--- src/rtl/udma_out_tx.sv ---
module udma_out_tx #(
  parameter int DW = 16,
  parameter int CW = 8,
  parameter int NW = 16
) (
  input  logic          clk,
  input  logic          rst_n,
  input  logic          start,
  input  logic [NW-1:0] word_count,
  input  logic [CW-1:0] cfg_setup,
  input  logic [CW-1:0] cfg_hold,
  input  logic [CW-1:0] cfg_cycle,
  input  logic          in_valid,
  input  logic [DW-1:0] in_data,
  output logic          in_ready,
  input  logic          dev_rdy_n,
  output logic [DW-1:0] bus_data,
  output logic          strobe,
  output logic          busy,
  output logic          done
);
  localparam int TW = CW + 1;
  localparam logic [TW-1:0] TMAX = {TW{1'b1}};

  typedef enum logic [1:0] {S_IDLE, S_FETCH, S_ARM} st_t;

  st_t           st;
  logic [TW-1:0] setup_q, hold_q, period_q, stab, since;
  logic [NW-1:0] rem;
  logic [1:0]    sync;
  logic [DW-1:0] data_q;
  logic          stb_q, done_q;

  logic [TW-1:0] sum_in;
  logic [TW-1:0] per_in;
  logic          rdy_s, hold_ok, take, fire, finish;

  assign sum_in  = {1'b0, cfg_setup} + {1'b0, cfg_hold};
  assign per_in  = (sum_in > {1'b0, cfg_cycle}) ? sum_in : {1'b0, cfg_cycle};
  assign rdy_s   = ~sync[1];
  assign hold_ok = since >= hold_q;
  assign in_ready = (st == S_FETCH) && (rem != '0) && hold_ok;
  assign take    = in_ready && in_valid;
  assign fire    = (st == S_ARM) && (stab >= setup_q) && (since >= period_q) && rdy_s;
  assign finish  = (st == S_FETCH) && (rem == '0) && hold_ok;

  assign bus_data = data_q;
  assign strobe   = stb_q;
  assign busy     = (st != S_IDLE);
  assign done     = done_q;

  always_ff @(posedge clk or negedge rst_n) begin
    if (!rst_n) begin
      st       <= S_IDLE;
      setup_q  <= '0;
      hold_q   <= '0;
      period_q <= '0;
      stab     <= TMAX;
      since    <= TMAX;
      rem      <= '0;
      sync     <= 2'b11;
      data_q   <= '0;
      stb_q    <= 1'b0;
      done_q   <= 1'b0;
    end else begin
      sync   <= {sync[0], dev_rdy_n};
      done_q <= finish;
      stab   <= take ? TW'(1) : ((stab == TMAX) ? stab : stab + TW'(1));
      since  <= fire ? TW'(1) : ((since == TMAX) ? since : since + TW'(1));
      case (st)
        S_IDLE: if (start) begin
          setup_q  <= {1'b0, cfg_setup};
          hold_q   <= {1'b0, cfg_hold};
          period_q <= per_in;
          rem      <= word_count;
          since    <= TMAX;
          st       <= S_FETCH;
        end
        S_FETCH: begin
          if (finish) st <= S_IDLE;
          else if (take) begin
            data_q <= in_data;
            st     <= S_ARM;
          end
        end
        S_ARM: if (fire) begin
          stb_q <= ~stb_q;
          rem   <= rem - NW'(1);
          st    <= S_FETCH;
        end
        default: st <= S_IDLE;
      endcase
    end
  end

  // Port-level watchers feeding the timing properties
  logic [DW-1:0] w_bus;
  logic          w_stb;
  logic [15:0]   w_stab, w_since;

  always_ff @(posedge clk or negedge rst_n) begin
    if (!rst_n) begin
      w_bus   <= '0;
      w_stb   <= 1'b0;
      w_stab  <= 16'hFFFF;
      w_since <= 16'hFFFF;
    end else begin
      w_bus   <= bus_data;
      w_stb   <= strobe;
      w_stab  <= (bus_data != w_bus) ? 16'd1 : ((w_stab == 16'hFFFF) ? w_stab : w_stab + 16'd1);
      w_since <= (strobe != w_stb) ? 16'd1 : ((w_since == 16'hFFFF) ? w_since : w_since + 16'd1);
    end
  end

  p_setup_r3: assert property (@(posedge clk) disable iff (!rst_n)
    (strobe != w_stb) |-> (w_stab >= 16'(setup_q)));

  p_hold_r4: assert property (@(posedge clk) disable iff (!rst_n)
    (bus_data != w_bus) |-> (w_since >= 16'(hold_q)));

  p_spacing_r5: assert property (@(posedge clk) disable iff (!rst_n)
    (strobe != w_stb) |-> (w_since >= 16'(period_q)));

  p_pause_r6: assert property (@(posedge clk) disable iff (!rst_n)
    (dev_rdy_n && $past(dev_rdy_n) && $past(dev_rdy_n, 2) && $past(dev_rdy_n, 3))
      |-> (strobe == $past(strobe)));

  p_done_r8: assert property (@(posedge clk) disable iff (!rst_n)
    done |-> (!busy && $stable(strobe)));

  p_done_pulse_r8: assert property (@(posedge clk) disable iff (!rst_n)
    done |=> !done);

  p_ready_r11: assert property (@(posedge clk) disable iff (!rst_n)
    in_ready |-> busy);
endmodule

--- config.mk ---
export PLATFORM = sky130hd
export DESIGN_NAME = udma_out_tx
export DESIGN_NICKNAME = d
export VERILOG_FILES = /design/src/rtl/udma_out_tx.sv
export SDC_FILE = /design/constraint.sdc
export NUM_CORES = 1
export LEC_CHECK = 0
export ABC_AREA = 1
export BUFFER_PORTS_ARGS = -buffer_cell sky130_fd_sc_hd__buf_2
export CAP_MARGIN = 20
export CORE_MARGIN = 2
export CORE_UTILIZATION = 30
export DETAILED_ROUTE_END_ITERATION = 8
export GPL_ROUTABILITY_DRIVEN = 0
export GPL_TIMING_DRIVEN = 0
export PLACE_DENSITY = 0.44
export SYNTH_ARGS = -nofsm -noshare
export SYNTH_HDL_FRONTEND = slang
export SYNTH_SLANG_ARGS = --single-unit
--- constraint.sdc ---
create_clock -name clk -period 2.8 [get_ports clk]
set_input_delay 0.42 -clock clk [delete_from_list [all_inputs] [get_ports clk]]
set_output_delay 0.42 -clock clk [all_outputs]
set_load 0.03 [all_outputs]
* After elaboration in Yosys (flattened, before gate mapping)
Index checks and enable logic that the tools add are counted.
Word-level totals: bits in registers 81, bits in latches 0, bits in writable memories 0, memory bits (read-only) 0, input port bits 61, output and inout port bits 20, logic and storage cells 63, memories kept 0
Operators by class: add/sub/neg operators 4, multipliers 0, divide/modulo/power cells 0, order comparisons 4, equality and inequality tests 8, shifts and indexed selects 0, muxes and demuxes 15, bitwise operators 3, reductions and logical operators 18
Operator list (count):
- 9-bit two-way mux | 7
- 16-bit two-way mux | 2
- 16-bit one-hot mux with 2 select lines | 1
- 9-bit by 1-bit adder with 9-bit output (second input constant) | 2
- 9-bit equality test (second input constant) | 2
- 9-bit by 8-bit >= comparator with 1-bit output | 2
- 16-bit logical NOT | 1
- 16-bit nonzero test | 1
- 16-bit by 1-bit subtractor with 16-bit output (second input constant) | 1
- 8-bit by 8-bit adder with 9-bit output | 1
- 9-bit >= comparator | 1
- 9-bit by 8-bit greater-than comparator with 1-bit output | 1
- 3-bit AND reduction | 3
- 1-bit logical AND | 8
- 2-bit two-way mux | 4
- 2-bit != test (second input constant) | 3
- 2-bit one-hot mux with 3 select lines | 1
- 2-bit AND reduction | 2
- 2-bit nonzero test | 2
- 3-bit != test (second input constant) | 1
- 1-bit NOT | 3
- 2-bit by 1-bit equality test with 1-bit output (second input constant) | 1
- 2-bit equality test (second input constant) | 1
- 2-bit logical NOT | 1

* Longest topological paths before layout
word-level depth 7, depth in mapped cells 21, gate-level depth less buffers 21

* Least setup slack after synthesis
OpenSTA, ideal clock, no wires.
path type in2reg, start in cfg_setup[0], end reg period_q[0], library setup time 0.117 ns, arrival time 2.516 ns, data required time 2.683 ns, setup slack 0.166 ns, stages on the path 20, path buffers 0, path through ha_1 > fa_1 > nand3_1 > nand2_1 > nand2_1 > o21ai_0 > xor2_1 > inv_1 > ha_1 > nand2_1 > inv_1 > nand2_1 > nand2_1 > nand2_1 > nand2_1 > nand2_2 > nand2_2 > nand2_1 > nand3_1 > nand2_1
Between the ends: word-level cells in the longest chain between the ends 3
RTL lines:
- from (decl) | line 10 | input logic [CW-1:0] cfg_setup,
- 8-bit by 8-bit adder with 9-bit output * | line 38 | assign sum_in = {1'b0, cfg_setup} + {1'b0, cfg_hold};
- 9-bit by 8-bit greater-than comparator with 1-bit output | line 39 | assign per_in = (sum_in > {1'b0, cfg_cycle}) ? sum_in : {1'b0, cfg_cycle};
- 9-bit two-way mux * | line 39
- to (signal assigned) | line 74 | period_q <= per_in;
- to (decl) | line 28 | logic [TW-1:0] setup_q, hold_q, period_q, stab, since;
Every way passes the cells marked *; elsewhere a longest branch is shown, timed or not. A chain may end at the register's enable or synchronous reset.

* Worst setup path after layout
start in cfg_setup[0], end reg period_q[7]
The elaborated chain is that of the path after synthesis.

==> run metrics <==
Slowest-stage cell, CP=fa_2; share of layout cells above drive strength 1=~22%; clock share of power=about a fifth; FF-to-FF setup slack=roughly 400 ps; number of antenna diodes=0; Slew HR=a little under two thirds; area of the core=between 15,000 and 20,000 sq um; worst-margin pin slew=between 500 and 600 ps; Fin. Hold Viols=5; critical path cell sequence=buf_2 > ha_2 > fa_2 > nand3_1 > nand2_1 > nand2_2 > o21ai_0 > xor2_1 > buf_4 > inv_1 > ha_1 > nand2_1 > inv_1 > nand2_1 > nand2_1 > nand2_1 > nand2_2 > nand2_4 > nand2_4 > nand2_1 > nand3_1 > nand2_1; switching power=~2.9 mW; Syn Nets=819; Hold Worst Slack=-6.68 ps; commonest non-fill, non-tap cells in the layout=nand2_1, inv_1, buf_2; DR vias=4,820; CP peak stage delay=around 350 ps; IO Pins=81; antenna violations before repair=0; CP max FO=9; minimum clock period=~2600 ps; P per Cell Area=around 1000 nW/um^2; fin nets=about 900; Metal-1 WL=between 6000 and 7000 um; CTS buffer count=9; Seq pwr share=about a third; CTS HTree Levels=3; status=finished, violations left; met2 routed WL=6510 um; Total Power=6.73 mW; met3 routed WL=between 500 and 600 um; grt ovf=0; hold buffer count at CTS=0; DRT Pass-1 Iters=4; Slew Limit Fails=0; commonest non-fill, non-tap cell in the layout=nand2_1; TNS Setup=0 ps; combinational fraction of design power=48.8%; largest net degree at the start of global routing=57; Root Buffer=clkbuf_16; first-pass GRT wire length=23,500 um; synth warn=0; CP Buf/Inv Count=4; FP Rows=around 50; Post-DRT Antenna Nets=0; hold crit path type=primary input to async pin; post-synthesis sequential area ratio=a little under two fifths; switching share of power=about 44%; Tot GR Track Use=15.0%; CTS sink cnt=81; failing checks=hold timing; post-synth top area share=between 20 and 30%; Critical Path Most Common Cell=nand2_1; Reg clk slew, reported paths=around 60 ps; CP top delay family=simple AND/OR/NAND/NOR gates; Chip Height=between 100 and 150 um; P_int=3.78 mW; Area Overhead vs Synth=20.0%; Initial Util=30.4%; count of input and output buffers=80; Synth Instances=712; uppermost routed layer=met4; path type of the worst setup path=primary input to register; Max Fclk=about 380 MHz; die footprint=between 15,000 and 20,000 sq um; maximum vdd drop=0.380 mV; die width=roughly 140 um; CTS tree=yes; Worst Setup Start Kind=primary input; DR WL/cell=13.2 um; final WL=around 14,000 um; Critical Path End Type=register; Worst Skew=roughly 6.4 ps; post-synth top area cell=dfrtp_1; worst skew pair latency=340 ps; Initial DRC Count=between 200 and 250; fin crit share=a little over nine tenths; Seq cells post-synth=between 80 and 90; P_leak=between 3 and 4 nW; via/cell ratio=4.64; final count of negative-setup-slack endpoints=0; maxcap violations=0; Filler cells=1,863; DRC Markers=0; Distinct cells, synth=39; DPL Wire Length=10,700 um; Arr. time, crit path=a little under 3000 ps; Mapped Area=5420 sq um; synth top area cells=dfrtp_1, nand2_1, ha_1; vias in the first global route=between 4,000 and 5,000; worst path required time=approximately 3000 ps; Synth Area per Inst=around 7.6 sq um; Longest Clk Path Bufs=2
==> routing by layer <==
metal	up-vias	global-route usage, %
met1	2248	19.1
met4	0	5.75
li1	2461	-
met5	-	0
met2	94	25.4
met3	17	2.77
==> repair_timing <==
item | CTS | global route
setup endpoints to repair | 8 | 8
pin swaps | 1 | 3
resized for setup | 3 | 5
setup buffers | 0 | 2
==> metrics by stage <==
stage,cells,worst slack [ps],area [sq um],util [%]
after floorplan,712,166,5420,-
after global placement,1021,-385,6100,34.2
after detailed placement,1022,-452,6130,34.4
after CTS,1037,18.0,6460,36.2
after global routing,1039,-1.72,6500,36.4
final,1039,161,6500,36.4
==> path summary, 6_finish.rpt <==
| kind | from | to | depth (start not counted) |
|---|---|---|---|
| max | cfg_setup[0] | period_q[7] | 22 |
| min | rst_n | bus_data[13] | 1 |
| max reg2reg | stab[1] | stab[6] | 13 |
| min reg2reg | sync[0] | sync[1] | 0 |
| max in group asynchronous | rst_n | since[4] | 2 |
| min in group clk | dev_rdy_n | sync[0] | 1 |
==> power by group through the flow <==
stage          Clock [mW]  Combinational (mW)  Sequential (mW)
2_1_floorplan           0                2.27             2.30
3_3_place_gp            0                3.20             2.19
3_5_place_dp            0                3.29             2.20
4_1_cts              1.31                3.31             2.18
5_1_grt              1.35                3.79             2.27
6_report             1.26                3.28             2.18
==> synth_stat cells (all sizes together) <==
cell     count
nand2      216
inv        108
dfrtp       61
nand3       59
nor2        51
o21ai       49
ha          45
a21oi       21
dfstp       20
xor2        14
nor3        12
buf         11
nand4       10
clkbuf       8
xnor2        5
or2          4
a31oi        3
nand3b       3
o211ai       3
o21a         2
o31ai        2
a21o         1
fa           1
nor4         1
o2111ai      1
o21bai       1
==> layout make-up <==
class / count / area [sq um] / area share (%)
inverters: 108 / 405 / 6.24
well taps: 229 / 287 / 4.41
flip-flops and latches: 81 / 2050 / 31.6
repair buffers: 83 / 445 / 6.85
multi-input cells: 504 / 2880 / 44.4
clock buffers: 12 / 246 / 3.79
clock inverters: 3 / 65.1 / 1.00
plain buffers: 19 / 115 / 1.77
==> state kept, by name, indices dropped and copies added, names as in the netlist <==
signal / cells
bus_data: 16
done: 1
hold_q: 8
period_q: 9
rem: 16
setup_q: 8
since: 9
st: 2
stab: 9
strobe: 1
sync: 2
==> kinds of logic (layout without fill, tap and decap cells) <==
| kind of cell | Yosys count | after routing | share of synthesized area [%] |
|---|---|---|---|
| adder cells (fa/ha/maj) | 46 | 46 | 10.8 |
| AND/OR/NAND/NOR | 356 | 356 | 28.9 |
| buffers and inverters | 127 | 225 | 9.61 |
| flip-flops | 81 | 81 | 37.9 |
| AO/OA/AOI/OAI | 83 | 83 | 9.73 |
| XOR/XNOR | 19 | 19 | 3.07 |
Power figures use the tool's default switching activity.
